### config.mk
export PLATFORM = sky130hd
export DESIGN_NAME = fan_pwm_ctrl
export DESIGN_NICKNAME = d
export VERILOG_FILES = /design/src/rtl/fan_pwm_pkg.sv /design/src/rtl/fpc_carrier.sv /design/src/rtl/fpc_softstart.sv /design/src/rtl/fpc_climit.sv /design/src/rtl/fan_pwm_ctrl.sv
export SDC_FILE = /design/constraint.sdc
export NUM_CORES = 1
export LEC_CHECK = 0
export ABC_AREA = 1
export CAP_MARGIN = 20
export CORE_UTILIZATION = 48
export CTS_CLUSTER_DIAMETER = 150
export DETAILED_ROUTE_END_ITERATION = 7
export PLACE_DENSITY = 0.85
export SLEW_MARGIN = 20
export SYNTH_ARGS = -nofsm -noshare
export SYNTH_HDL_FRONTEND = slang
export SYNTH_SLANG_ARGS = --single-unit
### constraint.sdc
create_clock -name clk -period 3.5 [get_ports clk]
set_input_delay 0.525 -clock clk [delete_from_list [all_inputs] [get_ports clk]]
set_output_delay 0.525 -clock clk [all_outputs]
set_load 0.1 [all_outputs]
### src/rtl/fan_pwm_pkg.sv
package fan_pwm_pkg;
  localparam int CODE_W = 8;
  typedef logic [CODE_W-1:0] code_t;
  typedef logic [CODE_W:0]   ticks_t;

  // Threshold: floor the command by the minimum-speed code, cap by the ramp
  function automatic code_t pick_thr(code_t spd, code_t floor_c, code_t ramp);
    code_t lower;
    lower = (spd < floor_c) ? spd : floor_c;
    return (ramp > lower) ? ramp : lower;
  endfunction

  // Upper drive decision for one carrier sample
  function automatic logic upper_on(code_t c, code_t e, code_t lo, code_t hi);
    if (e <= lo)      return 1'b1;
    else if (e >= hi) return 1'b0;
    else              return c > e;
  endfunction

  // On-steps per carrier period for a threshold
  function automatic ticks_t on_ticks(code_t e, code_t lo, code_t hi);
    if (e <= lo)      return ticks_t'((int'(hi) - int'(lo)) * 2);
    else if (e >= hi) return '0;
    else              return ticks_t'((int'(hi) - int'(e)) * 2 - 1);
  endfunction
endpackage

### src/rtl/fpc_carrier.sv
module fpc_carrier
  import fan_pwm_pkg::*;
#(
  parameter code_t LO    = 8'd16,
  parameter code_t HI    = 8'd240,
  parameter int    PRE_W = 8
) (
  input  logic             clk,
  input  logic             rst_n,
  input  logic [PRE_W-1:0] prescale,
  output code_t            car,
  output logic             wrap
);
  logic [PRE_W-1:0] pre_q;
  logic             up_q;
  logic             tick;

  assign tick = (pre_q == prescale);
  // one pulse per period, at the low turning point
  assign wrap = tick & ~up_q & (car == LO);

  always_ff @(posedge clk) begin
    if (!rst_n) begin
      pre_q <= '0;
      car   <= LO;
      up_q  <= 1'b1;
    end else begin
      pre_q <= tick ? '0 : pre_q + 1'b1;
      if (tick) begin
        if (up_q) begin
          if (car == HI) begin
            car  <= HI - code_t'(1);
            up_q <= 1'b0;
          end else begin
            car <= car + code_t'(1);
          end
        end else begin
          if (car == LO) begin
            car  <= LO + code_t'(1);
            up_q <= 1'b1;
          end else begin
            car <= car - code_t'(1);
          end
        end
      end
    end
  end
endmodule

### src/rtl/fpc_softstart.sv
module fpc_softstart
  import fan_pwm_pkg::*;
#(
  parameter code_t LO   = 8'd16,
  parameter code_t HI   = 8'd240,
  parameter int    SS_W = 8
) (
  input  logic            clk,
  input  logic            rst_n,
  input  logic            wrap,
  input  logic [SS_W-1:0] ss_period,
  output code_t           ramp
);
  logic [SS_W-1:0] step_q;

  // ramp opens one code every ss_period+1 carrier periods
  always_ff @(posedge clk) begin
    if (!rst_n) begin
      ramp   <= HI;
      step_q <= '0;
    end else if (wrap) begin
      if (step_q == ss_period) begin
        step_q <= '0;
        if (ramp > LO) ramp <= ramp - code_t'(1);
      end else begin
        step_q <= step_q + 1'b1;
      end
    end
  end
endmodule

### src/rtl/fpc_climit.sv
module fpc_climit (
  input  logic clk,
  input  logic rst_n,
  input  logic cl_flag,
  input  logic wrap,
  output logic lim,
  output logic cut
);
  // hold the cut until the carrier reaches its low point
  always_ff @(posedge clk) begin
    if (!rst_n) lim <= 1'b0;
    else        lim <= wrap ? cl_flag : (lim | cl_flag);
  end

  assign cut = lim | cl_flag;
endmodule

### src/rtl/fan_pwm_ctrl.sv
module fan_pwm_ctrl
  import fan_pwm_pkg::*;
#(
  parameter code_t CAR_LO = 8'd16,
  parameter code_t CAR_HI = 8'd240,
  parameter int    PRE_W  = 8,
  parameter int    SS_W   = 8
) (
  input  logic             clk,
  input  logic             rst_n,
  input  logic [7:0]       speed_cmd,
  input  logic [7:0]       min_cmd,
  input  logic [PRE_W-1:0] prescale,
  input  logic [SS_W-1:0]  ss_period,
  input  logic             cl_flag,
  output logic             hi_en,
  output logic             lo_en,
  output logic [7:0]       carrier,
  output logic [8:0]       duty_ticks
);
  code_t  car_w;
  code_t  ramp_w;
  code_t  thr_w;
  logic   wrap_w;
  logic   lim_w;
  logic   cut_w;
  logic   drive_w;
  logic   run_w;
  ticks_t ticks_w;

  fpc_carrier #(.LO(CAR_LO), .HI(CAR_HI), .PRE_W(PRE_W)) u_carrier (
    .clk(clk), .rst_n(rst_n), .prescale(prescale), .car(car_w), .wrap(wrap_w)
  );

  fpc_softstart #(.LO(CAR_LO), .HI(CAR_HI), .SS_W(SS_W)) u_soft (
    .clk(clk), .rst_n(rst_n), .wrap(wrap_w), .ss_period(ss_period), .ramp(ramp_w)
  );

  fpc_climit u_lim (
    .clk(clk), .rst_n(rst_n), .cl_flag(cl_flag), .wrap(wrap_w), .lim(lim_w), .cut(cut_w)
  );

  assign thr_w   = pick_thr(speed_cmd, min_cmd, ramp_w);
  assign drive_w = upper_on(car_w, thr_w, CAR_LO, CAR_HI);
  assign run_w   = thr_w < CAR_HI;
  assign ticks_w = on_ticks(thr_w, CAR_LO, CAR_HI);

  // registered outputs
  always_ff @(posedge clk) begin
    if (!rst_n) begin
      hi_en      <= 1'b0;
      lo_en      <= 1'b0;
      duty_ticks <= '0;
    end else begin
      hi_en      <= drive_w & ~cut_w;
      lo_en      <= run_w;
      duty_ticks <= ticks_w;
    end
  end

  assign carrier = car_w;
endmodule

==> results_dict.tcl <==
set metrics [dict create \
    synth_top_area_share_pct 29.5 \
    crit_path_start "min_cmd[2]" \
    route.detailed.drc 0 \
    antennaDiodeCount 0 \
    synth_simple_gate_area_share_pct 28.0 \
    dieHeight_um 81.8 \
    synth.mux.area_fraction_pct 0 \
    yosys.area_share.xor_xnor_pct 7.74 \
    gp_congestion 0.927 \
    cap_violations 0 \
    status "complete, but fails checks" \
    syn_nets 497 \
    slowest_delay_ns 0.28 \
    slew_violations 0 \
    synth_area_mm2 0.00305 \
    regArea_um2 901 \
    crit_arrival_ns 3.89 \
    p_per_area_mw_per_mm2 363 \
    pre_cts_ws_ns -0.591 \
    io_buffers 53 \
    clk_pin_slew_worst_paths_ns 0.09 \
    path_buf_inv 7 \
    crit_path_max_fanout 8 \
    antenna_found_initial 0 \
    critical_path.slowest_cell "ha_1" \
    criticalPathCategory "in -> reg" \
    ios 54 \
    drt_iter0_drc 322 \
    yosys.cell_types.count 41 \
    worstMarginPinSlew_ns 0.974 \
    vias 3586 \
    cts_buffers 5 \
    finalSetupViolCount 1 \
    startpoint_type "primary input" \
    grtUsageTotal_pct 26.1 \
    core_area_mm2 0.00603 \
    end_kind "register" \
    synth_area_leaders "dfxtp_1 29%, ha_1 11%, nand2_1 10%" \
    cts_tree "done" \
    yosysMostFrequentCell "nand2_1" \
    wire_per_inst_um 16.7 \
    async_flop_share_pct 0 \
    multi_input_area_mm2 0.00229 \
    grt_pass1_wl_mm 13.6 \
    p_leak_nw 2.11 \
    grt_overflow 0 \
    worst_hold_startpoint "u_carrier.pre_q[0]" \
    dp_hpwl_mm 5.81 \
    grt_pass1_vias 3181 \
    n_fill_cell 370 \
    design_area_mm2 0.00456 \
    start_util_pct 50.7 \
    synth_enable_flop_cells 0 \
    area_growth_pct 49.2 \
    wl_mm 10.4 \
    synth-seq-cells 45 \
    hold_viol_final 0 \
    fin_crit_sh_pct 104 \
    synth-main-ff-cell "dfxtp_1" \
    grt_start_max_net_pins 15 \
    ys_seq_area_share_pct 29.5 \
    antenna_left 0 \
    detail_route.vias_per_cell 5.75 \
    fmaxAchievable_mhz 275 \
    syn_avg_cell_area_um2 7.04 \
    synthTopCellsByCount "84 x nand2_1, 66 x inv_1, 45 x dfxtp_1" \
    cp_common_cell "nand2_1" \
    synthAdderAreaFrac_pct 11.5 \
    hold_buffers 0 \
    drive_above_1_share_pct 29.7 \
    nets 611 \
    clk_latency_ns 0.31 \
    vdd_ir_drop_max_v 0.000414 \
    fp.dieW_um 81.8 \
    whs_endpoint "u_carrier.pre_q[0]" \
    dr.pass1.iters 6 \
    slew_headroom_pct 34.9 \
    htreeDepth 2 \
    hp-class "reg -> reg" \
    placementRows 28 \
    reg2regPathDepth 16 \
    fin_skew_ns 0.0153 \
    worstReg2RegEnd "u_soft.ramp[5]" \
    cp_top_family "simple AND/OR/NAND/NOR gates" \
    clock-sinks 45 \
    cp.required_ns 3.76 \
    fin_ws_ns -0.130 \
    synthCells 434 \
    synth_top_family_by_area "simple AND/OR/NAND/NOR gates" \
    synth.yosys.warnings 0 \
    root_buffer "clkbuf_8" \
    fin_crit_ns 3.63 \
    place_area_mm2 0.00395 \
    clk_path_buf_depth 2 \
    yosys.area.top_type "dfxtp_1" \
    synth_compound_area_share_pct 13.7 \
    rrSetupSlack_ns 0.28 \
    die_area_mm2 0.00669 \
    violations "negative setup slack" \
    whs_path_depth 1 \
    r2r-start "u_carrier.car[0]" \
]
==> timing repair <==
action	4_1_cts	5_1_grt
gates cloned	2	0
pin swaps	29	43
endpoints found under the setup margin	10	11
resized for setup	40	82
buffers inserted	11	9
==> placed cells by master (no fill, tap or decap), types with 3 or more instances in the layout <==
cell             instances
o21ai_0                 16
nor2_2                   9
buf_4                   57
dfxtp_1                 45
nor3_1                   5
xnor2_1                  4
inv_1                   56
nand3_1                 21
a31oi_1                  3
clkdlybuf4s50_1         37
o21ai_4                  5
o21ai_2                  7
nand2_8                  3
nand2_1                 70
nand2_2                  9
nand2_4                 10
xor2_1                  23
inv_2                   14
a221oi_1                 5
ha_1                    14
clkbuf_8                 6
ha_4                    13
nor2_1                  38
a21oi_1                 18
a21oi_2                  5
clkbuf_2                10
nand4_1                  8
==> state kept, by name (all words and copies together) (netlist names) <==
name,count
hi_en,1
u_soft.step_q,8
u_carrier.up_q,1
duty_ticks,9
u_carrier.pre_q,8
u_carrier.car,8
lo_en,1
u_lim.lim,1
u_soft.ramp,8
==> where the power goes <==
part	internal, mW	switching (mW)
registers	0.539	0.00993
clock network	0.160	0.191
logic	0.289	0.466
==> kinds of logic (layout without fill, tap and decap cells) <==
group / Yosys count / in the layout
and+or+nand+nor: 187 / 189
adders and majority gates: 28 / 28
xor gates and xnor gates: 27 / 27
buffers and inverters: 76 / 189
DFF: 45 / 45
AOI/OAI and AO/OA: 71 / 71
==> worst register-to-register path: stages (launching register included) <==
cell	delay (ns)
dfxtp_1	0.36
inv_1	0.18
ha_1	0.18
and3_1	0.17
nand4_1	0.10
nor2_1	0.18
inv_2	0.09
nor2_4	0.20
inv_2	0.10
nor2_1	0.39
o31ai_1	0.31
nor2_2	0.20
nand3_1	0.11
nor2_1	0.12
inv_1	0.10
a21oi_1	0.16
o21ai_1	0.14
==> per-layer routing <==
layer  global-route usage, %  part of all wire [%]  vias up
met1                    32.5                    39     1625
li1                        -                     -     1643
met2                    45.2                    46      246
met5                       0                     0        -
met3                    4.78                   9.1       72
met4                    7.89                   5.2        0
==> area by class of cell <==
cell class | count | area share (%)
Clock inverter | 2 | 0.302
Clock buffer | 6 | 1.81
Timing Repair Buffer | 111 | 20.1
Inverter | 70 | 5.77
Sequential cell | 45 | 19.8
Multi-Input combinational cell | 315 | 50.2
Tap cell | 75 | 2.06
==> stage by stage <==
stage	power [mW]	TNS, ns	util [%]	hold WS, ns	instances
2_1_floorplan	0.936	0	-	0.440	434
3_3_place_gp	1.11	-3.50	65.6	0.457	594
3_5_place_dp	1.13	-4.66	65.6	0.462	594
4_1_cts	1.50	0	70.7	0.481	615
5_1_grt	1.73	-3.42	75.6	0.518	624
6_report	1.65	-0.130	75.6	0.487	624
==> how the worst max path moves through the flow <==
| stage | end | slack (ns) | cells after the start |
|---|---|---|---|
| after detailed placement | hi_en | -0.59 | 25 |
| after CTS | hi_en | 0.0008 | 30 |
| after floorplan | hi_en | 0.02 | 26 |
| after global placement | hi_en | -0.42 | 26 |
| final | hi_en | -0.13 | 32 |
| after global routing | hi_en | -0.49 | 32 |
Power figures use the tool's default switching activity.
